`src/rtl/wdog_pkg.sv`:
```
package wdog_pkg;
  localparam int DATA_W      = 8;
  localparam int ADDR_W      = 2;
  localparam int MULT_W      = 5;
  localparam int RES_W       = 2;
  localparam int MULT_LSB    = RES_W;
  localparam int STEER_BIT   = 7;
  localparam int FLAG_BIT    = 7;
  localparam int AUX_CLR_BIT = 6;
  localparam int MAX_SHIFT   = 2 * ((1 << RES_W) - 1);
  localparam int CNT_W       = MULT_W + MAX_SHIFT;

  typedef enum logic [ADDR_W-1:0] {
    WD_ADR_FLAGS = 2'd0,
    WD_ADR_CTRL  = 2'd1,
    WD_ADR_AUX   = 2'd2,
    WD_ADR_SPARE = 2'd3
  } wd_addr_e;

  function automatic logic [CNT_W-1:0] interval_of(input logic [DATA_W-1:0] ctrl);
    logic [CNT_W-1:0] mult;
    mult = CNT_W'(ctrl[MULT_LSB +: MULT_W]);
    return mult << (2 * ctrl[RES_W-1:0]);
  endfunction
endpackage

```
`src/rtl/wdog_regs.sv`:
```
module wdog_regs
  import wdog_pkg::*;
#(
  parameter int DW = DATA_W,
  parameter int AW = ADDR_W
) (
  input  logic          clk,
  input  logic          rst_n,
  input  logic          sel_i,
  input  logic          wr_i,
  input  logic [AW-1:0] addr_i,
  input  logic [DW-1:0] wdata_i,
  input  logic          expire_i,
  output logic [DW-1:0] rdata_o,
  output logic          reload_o,
  output logic [DW-1:0] reload_val_o,
  output logic [DW-1:0] ctrl_o,
  output logic [DW-1:0] aux_o,
  output logic          flag_o
);
  logic [DW-1:0] ctrl_q, ctrl_d;
  logic [DW-1:0] aux_q, aux_d;
  logic          flag_q, flag_d;
  logic          ctrl_wr, aux_wr, flag_rd, rst_path;
  wd_addr_e      adr;

  assign adr      = wd_addr_e'(addr_i);
  assign ctrl_wr  = sel_i && wr_i && (adr == WD_ADR_CTRL);
  assign aux_wr   = sel_i && wr_i && (adr == WD_ADR_AUX);
  assign flag_rd  = sel_i && !wr_i && (adr == WD_ADR_FLAGS);
  assign rst_path = expire_i && ctrl_q[STEER_BIT];

  assign reload_o     = ctrl_wr || flag_rd;
  assign reload_val_o = ctrl_wr ? wdata_i : ctrl_q;

  always_comb begin
    ctrl_d = ctrl_q;
    if (ctrl_wr)       ctrl_d = wdata_i;
    else if (rst_path) ctrl_d = '0;

    aux_d = aux_q;
    if (aux_wr)   aux_d = wdata_i;
    if (rst_path) aux_d[AUX_CLR_BIT] = 1'b0;

    flag_d = flag_q;
    if (reload_o)      flag_d = 1'b0;
    else if (expire_i) flag_d = 1'b1;
  end

  always_ff @(posedge clk or negedge rst_n) begin
    if (!rst_n) begin
      ctrl_q <= '0;
      aux_q  <= '0;
      flag_q <= 1'b0;
    end else begin
      if (ctrl_wr || rst_path) ctrl_q <= ctrl_d;
      if (aux_wr || rst_path)  aux_q  <= aux_d;
      if (reload_o || expire_i) flag_q <= flag_d;
    end
  end

  always_comb begin
    rdata_o = '0;
    if (sel_i && !wr_i) begin
      unique case (adr)
        WD_ADR_FLAGS: rdata_o[FLAG_BIT] = flag_q;
        WD_ADR_CTRL:  rdata_o = ctrl_q;
        WD_ADR_AUX:   rdata_o = aux_q;
        default:      rdata_o = '0;
      endcase
    end
  end

  assign ctrl_o = ctrl_q;
  assign aux_o  = aux_q;
  assign flag_o = flag_q;
endmodule

```
`src/rtl/wdog_countdown.sv`:
```
module wdog_countdown
  import wdog_pkg::*;
#(
  parameter int DW = DATA_W,
  parameter int CW = CNT_W
) (
  input  logic          clk,
  input  logic          rst_n,
  input  logic          tick_i,
  input  logic          reload_i,
  input  logic [DW-1:0] reload_val_i,
  output logic          expire_o,
  output logic          armed_o
);
  logic [CW-1:0] cnt_q, cnt_d;
  logic          armed_q, armed_d;
  logic [CW-1:0] load_val;
  logic          step;

  assign load_val = interval_of(reload_val_i);
  assign step     = armed_q && tick_i;
  assign expire_o = step && (cnt_q == CW'(1)) && !reload_i;

  always_comb begin
    cnt_d   = cnt_q;
    armed_d = armed_q;
    if (reload_i) begin
      cnt_d   = load_val;
      armed_d = (load_val != '0);
    end else if (step) begin
      cnt_d = cnt_q - CW'(1);
      if (cnt_q == CW'(1)) armed_d = 1'b0;
    end
  end

  always_ff @(posedge clk or negedge rst_n) begin
    if (!rst_n) begin
      cnt_q   <= '0;
      armed_q <= 1'b0;
    end else if (reload_i || step) begin
      cnt_q   <= cnt_d;
      armed_q <= armed_d;
    end
  end

  assign armed_o = armed_q;
endmodule

```
`src/rtl/wdog_action.sv`:
```
module wdog_action (
  input  logic clk,
  input  logic rst_n,
  input  logic expire_i,
  input  logic steer_rst_i,
  output logic irq_o,
  output logic rst_req_o
);
  logic irq_q, irq_d, req_q, req_d;

  always_comb begin
    irq_d = expire_i && !steer_rst_i;
    req_d = expire_i && steer_rst_i;
  end

  always_ff @(posedge clk or negedge rst_n) begin
    if (!rst_n) begin
      irq_q <= 1'b0;
      req_q <= 1'b0;
    end else begin
      irq_q <= irq_d;
      req_q <= req_d;
    end
  end

  assign irq_o     = irq_q;
  assign rst_req_o = req_q;
endmodule

```
`src/rtl/wdog_timer.sv`:
```
module wdog_timer
  import wdog_pkg::*;
#(
  parameter int DW = DATA_W,
  parameter int AW = ADDR_W
) (
  input  logic          clk,
  input  logic          rst_n,
  input  logic          tick16_i,
  input  logic          sel_i,
  input  logic          wr_i,
  input  logic [AW-1:0] addr_i,
  input  logic [DW-1:0] wdata_i,
  output logic [DW-1:0] rdata_o,
  output logic          irq_o,
  output logic          sys_rst_req_o
);
  logic          reload;
  logic [DW-1:0] reload_val;
  logic          expire;
  logic          armed;
  logic [DW-1:0] ctrl_q;
  logic [DW-1:0] aux_q;
  logic          flag_q;

  wdog_regs #(.DW(DW), .AW(AW)) u_regs (
    .clk          (clk),
    .rst_n        (rst_n),
    .sel_i        (sel_i),
    .wr_i         (wr_i),
    .addr_i       (addr_i),
    .wdata_i      (wdata_i),
    .expire_i     (expire),
    .rdata_o      (rdata_o),
    .reload_o     (reload),
    .reload_val_o (reload_val),
    .ctrl_o       (ctrl_q),
    .aux_o        (aux_q),
    .flag_o       (flag_q)
  );

  wdog_countdown #(.DW(DW)) u_cnt (
    .clk          (clk),
    .rst_n        (rst_n),
    .tick_i       (tick16_i),
    .reload_i     (reload),
    .reload_val_i (reload_val),
    .expire_o     (expire),
    .armed_o      (armed)
  );

  wdog_action u_act (
    .clk         (clk),
    .rst_n       (rst_n),
    .expire_i    (expire),
    .steer_rst_i (ctrl_q[STEER_BIT]),
    .irq_o       (irq_o),
    .rst_req_o   (sys_rst_req_o)
  );
endmodule

```
`config.mk`:
```
export PLATFORM = sky130hd
export DESIGN_NAME = wdog_timer
export DESIGN_NICKNAME = d
export VERILOG_FILES = /design/src/rtl/wdog_pkg.sv /design/src/rtl/wdog_regs.sv /design/src/rtl/wdog_countdown.sv /design/src/rtl/wdog_action.sv /design/src/rtl/wdog_timer.sv
export SDC_FILE = /design/constraint.sdc
export NUM_CORES = 1
export LEC_CHECK = 0
export ABC_CLOCK_PERIOD_IN_PS = 2000
export BUFFER_PORTS_ARGS = -buffer_cell sky130_fd_sc_hd__buf_2
export CAP_MARGIN = 0
export CORE_MARGIN = 2
export CORE_UTILIZATION = 50
export CTS_BUF_LIST = sky130_fd_sc_hd__clkbuf_4 sky130_fd_sc_hd__clkbuf_8 sky130_fd_sc_hd__clkbuf_16
export DETAILED_ROUTE_END_ITERATION = 8
export GPL_ROUTABILITY_DRIVEN = 0
export PLACE_DENSITY = 0.78
export SLEW_MARGIN = 10
export SYNTH_ARGS = -nofsm -noshare
export SYNTH_HDL_FRONTEND = slang
export SYNTH_SLANG_ARGS = --single-unit
```
`constraint.sdc`:
```
create_clock -name clk -period 2 [get_ports clk]
set_clock_uncertainty 0.15 [all_clocks]
set_input_delay 0.2 -clock clk [delete_from_list [all_inputs] [get_ports clk]]
set_output_delay 0.2 -clock clk [all_outputs]
set_load 0.05 [all_outputs]
```
======== Yosys cells after proc, flatten, opt, wreduce, memory -nomap -nowiden ========
Index checks and enable logic that the tools add are counted.
word-level totals
  output and inout bits ................... 10
  register bits after elaboration ......... 31
cells by class
  multiplexer cells ....................... 15
  reduce and logical (&&, ||, !) cells .... 31
  add/sub/neg operators ................... 1
  shift-type cells ........................ 1
  eq/ne operators ......................... 3
operators by type and width
  cell                                                number
  two-way mux 8 bit                                   3
  two-way mux 11 bit                                  2
  two-way mux 7 bit                                   2
  one-hot mux 7 bit (2 select lines)                  1
  == test 11 x 1 -> 1 bit, second input constant      1
  nonzero test 11 bit                                 1
  left shift 5 x 3 -> 11 bit                          1
  subtractor 11 x 1 -> 11 bit, second input constant  1
  logical AND 1 bit                                   10
  AND reduction 2 bit                                 5
  nonzero test 2 bit                                  5
  two-way mux 1 bit                                   6
  logical OR 1 bit                                    5
  zero test 1 bit                                     3
  one-hot mux 1 bit (3 select lines)                  1
  AND reduction 3 bit                                 1
  == test 2 x 1 -> 1 bit, second input constant       1
  == test 2 bit, second input constant                1
  zero test 2 bit                                     1

======== Longest topological paths before layout ========
  depth after elaboration ................. 9
  mapped depth ............................ 9
  depth with buffers taken out ............ 6

======== Modules after synthesis ========
From an unflattened synthesis, not the netlist that was laid out.
second synthesis, totals
  cells, all modules ...................... 173
  area, all modules ....................... 1815.5 µm²
modules (own cells, without submodules)
  module          area an instance (µm²)  instances  seq. area each (µm²)  cells an instance
  wdog_regs       967.2                   1          425.4                 79
  wdog_countdown  782.0                   1          300.3                 90
  wdog_action     66.3                    1          50.0                  4

======== Worst setup path before layout ========
No wires, ideal clock.
  kind .................................... in2out
  start ................................... input port addr_i[1]
  end ..................................... output port rdata_o[7]
  data arrival time ....................... 2.423 ns
  data required time ...................... 1.650 ns
  stages on the path ...................... 5
  setup slack ............................. -0.773 ns
  cells stage by stage .................... inv_1 -> ha_1 -> clkbuf_1 -> a222oi_1 -> nor4b_1
between the ends
  word-level cells in the longest chain between the ends .. 3
  elaborated cells on any way between the ends .. 5
  those cells by class .................... eq/ne (2); mux (2); reduce/logical (1)
RTL lines
  element                                      RTL line          text
  from (decl)                                  wdog_timer.sv:12  input logic [AW-1:0] addr_i,
  == test 2 bit, or another cell as far along  wdog_regs.sv:65   unique case (adr)
  one-hot mux 1 bit (3 select lines) (*)       wdog_regs.sv:65
  two-way mux 8 bit (*)                        wdog_regs.sv:64   if (sel_i && !wr_i) begin
  to (decl)                                    wdog_timer.sv:14  output logic [DW-1:0] rdata_o,
Mark *: on every way between the ends. The rest lies on a longest branch, timed or not.

======== Final worst setup path ========
  start ................................... register u_cnt.cnt_q[9]
  end ..................................... register u_regs.ctrl_q[4], in the netlist u_regs.ctrl_o[4]
between the ends
  word-level cells in the longest chain between the ends .. 6
  elaborated cells on any way between the ends .. 7
  those cells by class .................... eq/ne (1); reduce/logical (6)
RTL lines
  element                                                           RTL line              text
  from (decl)                                                       wdog_countdown.sv:15  logic [CW-1:0] cnt_q, cnt_d;
  from (signal assigned)                                            wdog_countdown.sv:41  cnt_q <= cnt_d;
  == test 11 x 1 -> 1 bit (*)                                       wdog_countdown.sv:22  assign expire_o = step && (cnt_q == CW'(1)) && !reload_i;
  logical AND 1 bit (*) (2 in series)                               wdog_countdown.sv:22
  logical AND 1 bit (*)                                             wdog_regs.sv:31       assign rst_path = expire_i && ctrl_q[STEER_BIT];
  nonzero test 2 bit (no line) or logical OR 1 bit (tied branches)  --
  AND reduction 2 bit (no line) (*)                                 --
  to (signal assigned)                                              wdog_regs.sv:56       if (ctrl_wr || rst_path) ctrl_q <= ctrl_d;
  to (decl)                                                         wdog_regs.sv:21       logic [DW-1:0] ctrl_q, ctrl_d;
Marks and branches as above.
A chain may end at the register's enable or synchronous reset.

==> flow_summary.yaml <==
worst_setup_path:
  crit_path_end_kind: "flip-flop"
  cp_slowest_stage_delay_ns: 0.59
  crit_type: "reg -> reg"
  cp.depth: 5
  crit_chain: "or4_1 -> nor4_4 -> and3_1 -> buf_4 -> nor2_1"
  cp_top_family: "simple AND/OR/NAND/NOR gates"
  path_buf_inv: 1
  cp_slowest_cell: "or4_1"
  crit_path_max_fanout: 5
  arrival_ns: 1.95
  worst-endpoint-required_ns: 2.02
  start_kind: "flip-flop"
  reg2reg_depth: 5
global_routing:
  grt_pass1_wl_microns: 7800
  overflow: 0
  grtUsageTotal_pct: 24.3
  antenna_found_initial: 0
  grt_pass1_vias: 1648
  grt_max_degree: 32
timing:
  tns_ns: 0
  post-route-period-util_pct: 96.9
  grt_setup_unrepaired: "false"
  setup_slack_ns: 0.0629
  post-route-min-period_ns: 1.94
  setup_violations: 0
  drv_slew: 0
  tightest_slew_ns: 0.651
  finalHoldViolCount: 0
  whs_ns: 0.0313
  fmax_mhz: 516
  max_slew_margin_pct: 56.6
die:
  coreArea_sq_um: 3660
  io_pins: 25
  fp.dieW_microns: 65.6
  dieArea_sq_um: 4300
  dieHeight_microns: 65.6
  num_rows: 22
  start_util_pct: 51.8
cts:
  cts-root-buf: "clkbuf_8"
  cts_setup_buffers: 0
  clockBufferDepth: 2
  cts.clk_slew.worst_paths_ns: 0.07
  cts_tree: "yes"
  insertion_delay_ns: 0.28
  cts-buffers-inserted: 5
  clock-sinks: 31
  h-tree-depth: 2
run_status:
  status: "finished clean"
synth:
  yosysUniqueCellTypes: 45
  synth.cell_area_sq_um: 1900
  syn-num-nets: 216
  syn_area_per_cell_sq_um: 9.73
  synth-seq-cells: 31
  synthCells: 195
  ys_seq_area_share_pct: 40.9
  ys_warn_count: 0
placed_design:
  post-dp-hpwl_microns: 3280
  dpl.cell_count: 273
  place_ws_ns: 0.0544
  numPortBuffers: 24
drt:
  drt_first_iter_violations: 68
  vias: 1606
  antenna_left: 0
  routed_via_density: 5.70
  first_pass_iters: 4
  wirelength_microns: 4500
  drt-wirelength-per-cell_microns: 16.0
  drc_errors: 0
flow_run:
  drv_cap: 0
cells_and_area:
  finalNonFillerCells: 282
  n_antenna_cell: 0
  fin_nets: 254
  drive_above_1_share_pct: 26.9
  syn_to_final_growth_pct: 21.5
worst_hold_path:
  whs_path_depth: 2
  hp-class: "in -> reg"
pwr:
  p_per_area_nw_per_um2: 1100
  ir_worst_vdd_mv: 0.657
  p_leak_nw: 1.10
==> registers in the layout, summed over array words and instances, names as in the netlist <==
name	flops
u_regs.flag_o	1
u_regs.ctrl_o	8
u_act.irq_o	1
u_cnt.cnt_q	11
u_regs.aux_o	8
u_act.rst_req_o	1
u_cnt.armed_o	1
==> stage by stage <==
stage / instance area, sq um / utilization (%) / power, mW
floorplan: 1910 / - / 1.59
global placement: 2170 / 59.3 / 1.86
detailed placement: 2170 / 59.3 / 1.88
CTS: 2290 / 62.7 / 2.51
global route: 2300 / 63.0 / 2.70
finish: 2300 / 63.0 / 2.52
==> power breakdown <==
group / switching [mW] / internal [mW]
clock network: 0.242 / 0.370
logic: 0.464 / 0.420
registers: 0.202 / 0.826
total: 0.908 / 1.62
==> cell usage in the layout (no fill, tap or decap), types with 6 or more instances in the layout <==
cell type | Yosys | routed
buf_2 | 2 | 24
a22oi_1 | 7 | 7
nor2_1 | 20 | 20
mux2i_1 | 15 | 15
dfrtp_1 | 31 | 31
mux2_2 | 9 | 9
xnor2_1 | 7 | 7
nand2_1 | 11 | 11
o22ai_1 | 6 | 6
inv_1 | 7 | 7
ha_1 | 6 | 6
buf_4 | 1 | 17
==> final timing paths <==
check	start	slack, ns	endpoint
min in group asynchronous	rst_n	0.33	u_regs.aux_o[2]
hold reg to reg	u_regs.ctrl_o[7]	0.35	u_act.irq_o
hold / removal	wdata_i[7]	0.03	u_regs.aux_o[7]
setup / recovery	u_cnt.cnt_q[9]	0.06	u_regs.ctrl_o[4]
setup reg to reg	u_cnt.cnt_q[9]	0.06	u_regs.ctrl_o[4]
max in group asynchronous	rst_n	0.95	u_cnt.cnt_q[7]
==> timing repair <==
item	4_1_cts	5_1_grt
resized for setup	0	2
hold buffers	1	0
endpoints found under the hold margin	31	0
setup endpoints to repair	0	7
==> final cells by class <==
cell class              instances  area (sq um)
flip-flops and latches         31           776
clock inverters                 3          43.8
repair buffers                 42           258
clock buffers                   5          68.8
fillers                       321          1360
multi-input cells             146          1070
inverters                       7          26.3
well taps                      48          60.1
==> metal layers <==
layer | GRT usage, % | vias to the layer above | share of wire [%] | routed length (microns)
li1 | - | 785 | - | -
met1 | 31.7 | 752 | 44 | 2000
met2 | 38.8 | 60 | 48 | 2150
met3 | 6.85 | 9 | 5.9 | 265
met4 | 8.59 | 0 | 2.0 | 88
met5 | 0 | - | 0 | 0
==> cells in the mapped netlist, drive strengths merged <==
master   number  area [sq um]
o41ai         1          8.76
o22ai         6          37.5
o21ai         8          40.0
xnor2         7          61.3
o31ai         2          15.0
inv           7          26.3
and2          1          6.26
a211oi        2          15.0
mux2         10           113
a22oi         7          52.6
and3          1          6.26
nand3         5          25.0
nand2        11          41.3
mux2i        15           150
a21o          1          7.51
a21oi         4          20.0
clkbuf        6          22.5
o211ai        4          30.0
o311a         1          10.0
ha            6          75.1
a222oi        1          10.0
buf           5          25.0
a21boi        2          15.0
or2           1          6.26
or4           2          15.0
a311oi        1          8.76
or3           1          6.26
nor4b         1          8.76
nor3          4          20.0
nor2b         4          25.0
dfrtp        31           776
nor2         20          75.1
nor3b         3          22.5
nand2b        2          12.5
nor4          3          33.8
xor2          2          17.5
nand3b        5          37.5
nor4bb        1          10.0
o2111ai       1          8.76
==> kinds of logic (layout without fill, tap and decap cells) <==
family                   after synthesis  in the layout  synth area share, %
flip-flops                            31             31                 40.9
AND/OR/NAND/NOR                       65             65                 18.5
AO/OA/AOI/OAI                         41             41                 14.7
XOR/XNOR                               9              9                 4.16
adder cells (fa/ha/maj)                6              6                 3.96
buffers and inverters                 18             57                 3.89
multiplexers                          25             25                 13.9
Power figures use the tool's default switching activity.
